## src/rtl/wa_line_pkg.sv

```systemverilog
package wa_line_pkg;

    typedef enum logic [1:0] {
        OP_READ  = 2'd0,
        OP_WRITE = 2'd1,
        OP_ZERO  = 2'd2,
        OP_FLUSH = 2'd3
    } op_e;

    typedef enum logic [2:0] {
        ST_IDLE      = 3'd0,
        ST_ACTIVE    = 3'd1,
        ST_FILL_REQ  = 3'd2,
        ST_FILL_WAIT = 3'd3,
        ST_MERGE     = 3'd4,
        ST_WB_REQ    = 3'd5,
        ST_DONE      = 3'd6
    } state_e;

endpackage

```

## src/rtl/wa_lane_mux.sv

```systemverilog
module wa_lane_mux #(
    parameter int LANES = 16
) (
    input  logic [LANES-1:0]   sel,
    input  logic [LANES*8-1:0] a,
    input  logic [LANES*8-1:0] b,
    output logic [LANES*8-1:0] y
);
    // Per-byte select: lane taken from a when its select bit is set, else from b.
    for (genvar i = 0; i < LANES; i++) begin : g_lane
        assign y[i*8 +: 8] = sel[i] ? a[i*8 +: 8] : b[i*8 +: 8];
    end
endmodule

```

## src/rtl/wa_all_set.sv

```systemverilog
module wa_all_set #(
    parameter int N = 16
) (
    input  logic [N-1:0] v,
    output logic         all
);
    assign all = &v;
endmodule

```

## src/rtl/wa_line_buf.sv

```systemverilog
module wa_line_buf
    import wa_line_pkg::*;
#(
    parameter int LINE_BYTES = 16,
    parameter int TAG_W      = 28
) (
    input  logic                    clk,
    input  logic                    rst_n,
    input  logic                    cpu_valid,
    output logic                    cpu_ready,
    input  logic [1:0]              cpu_op,
    input  logic [TAG_W-1:0]        cpu_line_addr,
    input  logic [LINE_BYTES*8-1:0] cpu_wdata,
    input  logic [LINE_BYTES-1:0]   cpu_be,
    output logic                    cpu_rvalid,
    output logic [LINE_BYTES*8-1:0] cpu_rdata,
    output logic                    mem_rd_valid,
    input  logic                    mem_rd_ready,
    output logic [TAG_W-1:0]        mem_rd_addr,
    input  logic                    mem_rdata_valid,
    output logic                    mem_rdata_ready,
    input  logic [LINE_BYTES*8-1:0] mem_rdata,
    output logic                    mem_wr_valid,
    input  logic                    mem_wr_ready,
    output logic [TAG_W-1:0]        mem_wr_addr,
    output logic [LINE_BYTES*8-1:0] mem_wr_data
);
    localparam int LINE_W = LINE_BYTES * 8;

    typedef struct packed {
        state_e                st;
        logic                  present;
        logic [TAG_W-1:0]      tag;
        logic [LINE_W-1:0]     data;
        logic [LINE_BYTES-1:0] vld;
        logic [LINE_W-1:0]     fill;
        logic                  fill_rd;   // fill serves a processor read (else an eviction)
        logic                  pend;      // a request waits for the eviction to finish
        op_e                   pop;
        logic [TAG_W-1:0]      ptag;
        logic [LINE_W-1:0]     pdata;
        logic [LINE_BYTES-1:0] pbe;
        logic                  rvalid;
    } regs_t;

    regs_t r_d, r_q;

    logic                  cpu_fire, use_pend, eff_go, eff_present, hit, all_valid;
    op_e                   eff_op;
    logic [TAG_W-1:0]      eff_tag;
    logic [LINE_W-1:0]     eff_data, wr_merged, fill_merged;
    logic [LINE_BYTES-1:0] eff_be, base_vld;

    assign cpu_ready       = (r_q.st == ST_IDLE) || (r_q.st == ST_ACTIVE);
    assign cpu_fire        = cpu_valid && cpu_ready;
    assign use_pend        = (r_q.st == ST_DONE) && r_q.pend;
    assign eff_go          = cpu_fire || use_pend;
    assign eff_op          = use_pend ? r_q.pop   : op_e'(cpu_op);
    assign eff_tag         = use_pend ? r_q.ptag  : cpu_line_addr;
    assign eff_data        = use_pend ? r_q.pdata : cpu_wdata;
    assign eff_be          = use_pend ? r_q.pbe   : cpu_be;
    assign eff_present     = use_pend ? 1'b0      : r_q.present;
    assign hit             = eff_present && (r_q.tag == eff_tag);
    assign base_vld        = eff_present ? r_q.vld : '0;

    assign cpu_rvalid      = r_q.rvalid;
    assign cpu_rdata       = r_q.data;
    assign mem_rd_valid    = (r_q.st == ST_FILL_REQ);
    assign mem_rd_addr     = r_q.tag;
    assign mem_rdata_ready = (r_q.st == ST_FILL_WAIT);
    assign mem_wr_valid    = (r_q.st == ST_WB_REQ);
    assign mem_wr_addr     = r_q.tag;
    assign mem_wr_data     = r_q.data;

    wa_lane_mux #(.LANES(LINE_BYTES)) u_wr_mux (
        .sel(eff_be), .a(eff_data), .b(r_q.data), .y(wr_merged)
    );

    wa_lane_mux #(.LANES(LINE_BYTES)) u_fill_mux (
        .sel(r_q.vld), .a(r_q.data), .b(r_q.fill), .y(fill_merged)
    );

    wa_all_set #(.N(LINE_BYTES)) u_all (
        .v(r_q.vld), .all(all_valid)
    );

    always_comb begin
        r_d        = r_q;
        r_d.rvalid = 1'b0;
        unique case (r_q.st)
            ST_IDLE, ST_ACTIVE, ST_DONE: begin
                if (r_q.st == ST_DONE) begin
                    r_d.present = 1'b0;
                    r_d.vld     = '0;
                    r_d.pend    = 1'b0;
                    r_d.st      = ST_IDLE;
                end
                if (eff_go) begin
                    if (eff_op == OP_FLUSH || (eff_present && !hit)) begin
                        if (eff_present) begin
                            if (eff_op != OP_FLUSH) begin
                                r_d.pend  = 1'b1;
                                r_d.pop   = eff_op;
                                r_d.ptag  = eff_tag;
                                r_d.pdata = eff_data;
                                r_d.pbe   = eff_be;
                            end
                            r_d.fill_rd = 1'b0;
                            r_d.st      = all_valid ? ST_WB_REQ : ST_FILL_REQ;
                        end
                    end else begin
                        r_d.present = 1'b1;
                        r_d.tag     = eff_tag;
                        r_d.st      = ST_ACTIVE;
                        unique case (eff_op)
                            OP_WRITE: begin
                                r_d.data = wr_merged;
                                r_d.vld  = base_vld | eff_be;
                            end
                            OP_ZERO: begin
                                r_d.data = '0;
                                r_d.vld  = '1;
                            end
                            default: begin
                                r_d.vld = base_vld;
                                if (&base_vld) begin
                                    r_d.rvalid = 1'b1;
                                end else begin
                                    r_d.fill_rd = 1'b1;
                                    r_d.st      = ST_FILL_REQ;
                                end
                            end
                        endcase
                    end
                end
            end
            ST_FILL_REQ: begin
                if (mem_rd_ready) r_d.st = ST_FILL_WAIT;
            end
            ST_FILL_WAIT: begin
                if (mem_rdata_valid) begin
                    r_d.fill = mem_rdata;
                    r_d.st   = ST_MERGE;
                end
            end
            ST_MERGE: begin
                r_d.data = fill_merged;
                r_d.vld  = '1;
                if (r_q.fill_rd) begin
                    r_d.rvalid = 1'b1;
                    r_d.st     = ST_ACTIVE;
                end else begin
                    r_d.st = ST_WB_REQ;
                end
            end
            ST_WB_REQ: begin
                if (mem_wr_ready) r_d.st = ST_DONE;
            end
            default: r_d.st = ST_IDLE;
        endcase
    end

    always_ff @(posedge clk) begin
        if (!rst_n) begin
            r_q         <= '0;
            r_q.st      <= ST_IDLE;
            r_q.pop     <= OP_READ;
        end else begin
            r_q <= r_d;
        end
    end

    // A full-line write only ever leaves with every byte resolved.
    assert_wr_full_R5: assert property (@(posedge clk) disable iff (!rst_n)
        mem_wr_valid |-> (&r_q.vld));

    // A flush of a completely valid line goes straight to the write channel.
    assert_full_skip_read_R4: assert property (@(posedge clk) disable iff (!rst_n)
        (cpu_fire && cpu_op == OP_FLUSH && r_q.present && (&r_q.vld)) |=> mem_wr_valid);

    // Zero command on an absent or matching line yields an all-zero, all-valid line.
    assert_zero_fill_R6: assert property (@(posedge clk) disable iff (!rst_n)
        (cpu_fire && cpu_op == OP_ZERO && (!r_q.present || r_q.tag == cpu_line_addr))
        |=> ((&r_q.vld) && r_q.data == '0 && !mem_rd_valid));

    // Read data is only returned once every byte is valid.
    assert_read_complete_R8: assert property (@(posedge clk) disable iff (!rst_n)
        cpu_rvalid |-> (&r_q.vld));

    // Pending memory requests hold still until accepted.
    assert_wr_hold_R11: assert property (@(posedge clk) disable iff (!rst_n)
        (mem_wr_valid && !mem_wr_ready) |=> (mem_wr_valid && $stable(mem_wr_data) && $stable(mem_wr_addr)));

    assert_rd_hold_R11: assert property (@(posedge clk) disable iff (!rst_n)
        (mem_rd_valid && !mem_rd_ready) |=> (mem_rd_valid && $stable(mem_rd_addr)));

    // After a writeback with nothing waiting, the buffer is empty.
    assert_empty_after_wb_R12: assert property (@(posedge clk) disable iff (!rst_n)
        (r_q.st == ST_DONE && !r_q.pend) |=> (!r_q.present && r_q.vld == '0));

endmodule

```

## config.mk

```make
export PLATFORM = sky130hd
export DESIGN_NAME = wa_line_buf
export DESIGN_NICKNAME = d
export VERILOG_FILES = /design/src/rtl/wa_line_pkg.sv /design/src/rtl/wa_lane_mux.sv /design/src/rtl/wa_all_set.sv /design/src/rtl/wa_line_buf.sv
export SDC_FILE = /design/constraint.sdc
export NUM_CORES = 1
export LEC_CHECK = 0
export BUFFER_PORTS_ARGS = -buffer_cell sky130_fd_sc_hd__buf_2
export CAP_MARGIN = 20
export CORE_AREA = 2 2 246 248
export CTS_BUF_LIST = sky130_fd_sc_hd__clkbuf_2 sky130_fd_sc_hd__clkbuf_4 sky130_fd_sc_hd__clkbuf_8
export DETAILED_ROUTE_END_ITERATION = 6
export DIE_AREA = 0 0 248 250
export PLACE_DENSITY = 0.7
export SYNTH_ARGS = -nofsm -noshare
export SYNTH_HDL_FRONTEND = slang
export SYNTH_SLANG_ARGS = --single-unit
```

## constraint.sdc

```tcl
create_clock -name clk -period 4.3 [get_ports clk]
set_input_delay 0.215 -clock clk [delete_from_list [all_inputs] [get_ports clk]]
set_output_delay 0.215 -clock clk [all_outputs]
set_load 0.02 [all_outputs]
```

==> results.py <==
metrics = {
    "status": {
        "outcome": "finished clean",
    },
    "synth": {
        "synth_area_per_cell_um2": 8.32,
        "synth_flop_cell": "dfxtp_1",
        "seq_area_frac_synth_pct": 40.8,
        "synth_cells": 2838,
        "synth_area_mm2": 0.0236,
        "synth_fp_nets": 3149,
        "synth-edff-count": 0,
        "async_reset_ff_share_pct": 0,
        "ys_ff_latch": 481,
        "yosysWarnings": 0,
        "synth_cell_types": 54,
    },
    "final_layout": {
        "drive_gt1_share_pct": 24.3,
        "fill_cells": 5493,
        "syn2layout_area_growth_pct": 26.1,
        "final_cell_mix": "nand2_1 (683), buf_2 (623), dfxtp_1 (481)",
        "final_common_cell": "nand2_1",
        "nNetsFinal": 3665,
        "design_area_mm2": 0.0298,
    },
    "routing": {
        "drt_iter0_drc": 1751,
        "firstDrtPassIters": 5,
        "via_per_inst": 5.38,
        "ant_nets": 0,
        "wirelength_um": 83500,
        "vias": 22600,
        "drc": 0,
        "routedWlPerCell_um": 19.9,
    },
    "cts": {
        "clockBufferDepth": 3,
        "cts_setup_buffers": 0,
        "postCtsResizedCells": 0,
        "htreeDepth": 3,
        "clk_pin_slew_ns": 0.06,
        "numClockSinks": 481,
        "cts_tree": "done",
        "ctsHoldBuffers": 307,
        "cts_buffers": 85,
        "clock_latency_ns": 0.68,
        "cts_root_buffer": "clkbuf_8",
    },
    "timing": {
        "period_minus_slack_ns": 3.93,
        "setup_viol": 0,
        "clock_skew_ns": 0.0319,
        "setup_tns_ns": 0,
        "finalHoldViolations": 0,
        "period_share_pct": 91.4,
        "rsz0062_at_grt": "no",
        "report.final.slew_viol_count": 0,
        "maxSlewHeadroom_pct": 26.3,
        "max_freq_mhz": 254,
        "tightest_slew_ns": 1.10,
    },
    "setup_path": {
        "end_kind": "flip-flop",
        "ff2ff_path_depth": 11,
        "critical_path_class": "reg -> reg",
        "cp_data_required_time_ns": 4.90,
        "arrival_ns": 4.54,
        "startpoint_type": "flip-flop",
        "path_max_fanout": 60,
        "crit_path_max_incr_delay_ns": 0.54,
        "crit_slowest_cell": "dfxtp_1",
        "path_cells": "nand4b_4 -> mux2i_1 -> o2111ai_1 -> a2111o_1 -> nor3_2 -> a21oi_2 -> buf_4 -> o31ai_4 -> buf_12 -> and3_1 -> o211a_1",
    },
    "pwr": {
        "p_per_area_mw_per_mm2": 515,
        "p_leak_nw": 14.2,
        "irDropWorstVdd_mv": 0.424,
    },
    "placed_design": {
        "hpwl_um": 53400,
        "dpl_cell_area_mm2": 0.0249,
        "gp_congestion": 0.871,
        "io_buffers": 624,
    },
    "die": {
        "std_cell_rows": 90,
        "die_height_um": 250,
        "die_width_um": 248,
        "initial_core_util_pct": 39.6,
        "die_area_mm2": 0.0620,
        "io_pins": 625,
        "core_mm2": 0.0596,
    },
    "min_path": {
        "hold_path.class": "in -> reg",
        "hold_depth": 4,
    },
    "grt": {
        "grt_use_met1_pct": 31.8,
        "grt_pass1_wl_um": 125000,
        "grt-ovfl-total": 0,
        "grt_max_degree": 145,
        "use_met2_pct": 42.6,
        "grt_usage_pct": 25.8,
        "antenna_found_initial": 12,
        "grt_use_met3_pct": 5.08,
        "grt_pass1_vias": 21900,
        "top_usage_layer": "met2",
    },
    "run": {
        "maxCapViolCount": 0,
    },
}
==> final timing paths <==
check / slack (ns) / endpoint / startpoint
min: 0.09 / r_q[479] / mem_rdata_valid
min reg2reg: 0.45 / r_q[249] / r_q[249]
max: 0.37 / cpu_rdata[90] / r_q[480]
max reg2reg: 0.37 / cpu_rdata[90] / r_q[480]
==> cell families after synthesis <==
| group | count (synthesis) | synth area share, % |
|---|---|---|
| and+or+nand+nor | 824 | 14.3 |
| AOI/OAI and AO/OA | 783 | 22.6 |
| buffers and inverters | 567 | 14.7 |
| DFF | 481 | 40.8 |
| muxes | 156 | 6.62 |
| xor gates and xnor gates | 24 | 0.891 |
| adders and majority gates | 3 | 0.159 |
==> flip-flops by register name, indices dropped and copies added (netlist names) <==
signal / cells
cpu_rdata: 128
cpu_rvalid: 1
mem_rd_addr: 28
r_q: 324
==> routing by layer <==
metal	part of all wire, %	routed length (um)	vias up
li1	-	-	10600
met1	41	33900	10700
met2	48	39700	1064
met3	7.5	6300	227
met4	4.2	3490	6
met5	0.048	40	-
==> Yosys cell counts (all sizes together) (19+ instances only) <==
| master | number | area (um2) |
|---|---|---|
| nand2b | 31 | 194 |
| o211a | 122 | 1220 |
| mux2i | 156 | 1560 |
| a311oi | 22 | 193 |
| nand2 | 685 | 2570 |
| o2111ai | 124 | 1090 |
| buf | 369 | 2720 |
| nor2 | 42 | 160 |
| a211oi | 19 | 143 |
| dfxtp | 481 | 9630 |
| o21ai | 127 | 636 |
| inv | 23 | 86.3 |
| a21oi | 320 | 1610 |
| clkbuf | 175 | 657 |
==> per-stage QoR <==
stage | power [W] | std cells | setup slack, ns | hold slack (ns) | utilization (%)
after CTS | 0.0153 | 4196 | 0.409 | 0.0111 | 49.9
after global routing | 0.0160 | 4204 | 0.116 | 0.0779 | 49.9
after detailed placement | 0.0106 | 3742 | 0.424 | 0.444 | 41.8
after global placement | 0.0105 | 3741 | 0.341 | 0.438 | 41.7
after floorplan | 0.00984 | 2838 | 0.0937 | 0.351 | -
final | 0.0153 | 4205 | 0.368 | 0.0852 | 49.9
==> critical path, delay by kind of cell, from the launching register on <==
family	cells	cell delay [ns]
multiplexers	1	0.36
AND/OR/NAND/NOR	3	1.19
buffers and inverters	2	0.53
AO/OA/AOI/OAI	5	1.18
flip-flops	1	0.54
==> cell type report <==
class                   count  area (um2)  area share, %
flip-flops and latches    481        9630           32.4
multi-input cells        1790       10600           35.5
inverters                  23        93.8          0.315
clock inverters            15         158          0.530
diodes                      9        22.5         0.0757
repair buffers            973        6700           22.5
well taps                 782         978           3.29
clock buffers             132        1620           5.43
==> power by group <==
| group | internal, W | switching (W) | leakage, nW |
|---|---|---|---|
| Combinational | 0.00180 | 0.00302 | 9.34 |
| Sequential | 0.00510 | 0.000916 | 3.91 |
| Clock | 0.00251 | 0.00197 | 0.940 |
No activity file was read; power rests on OpenSTA's default activity.
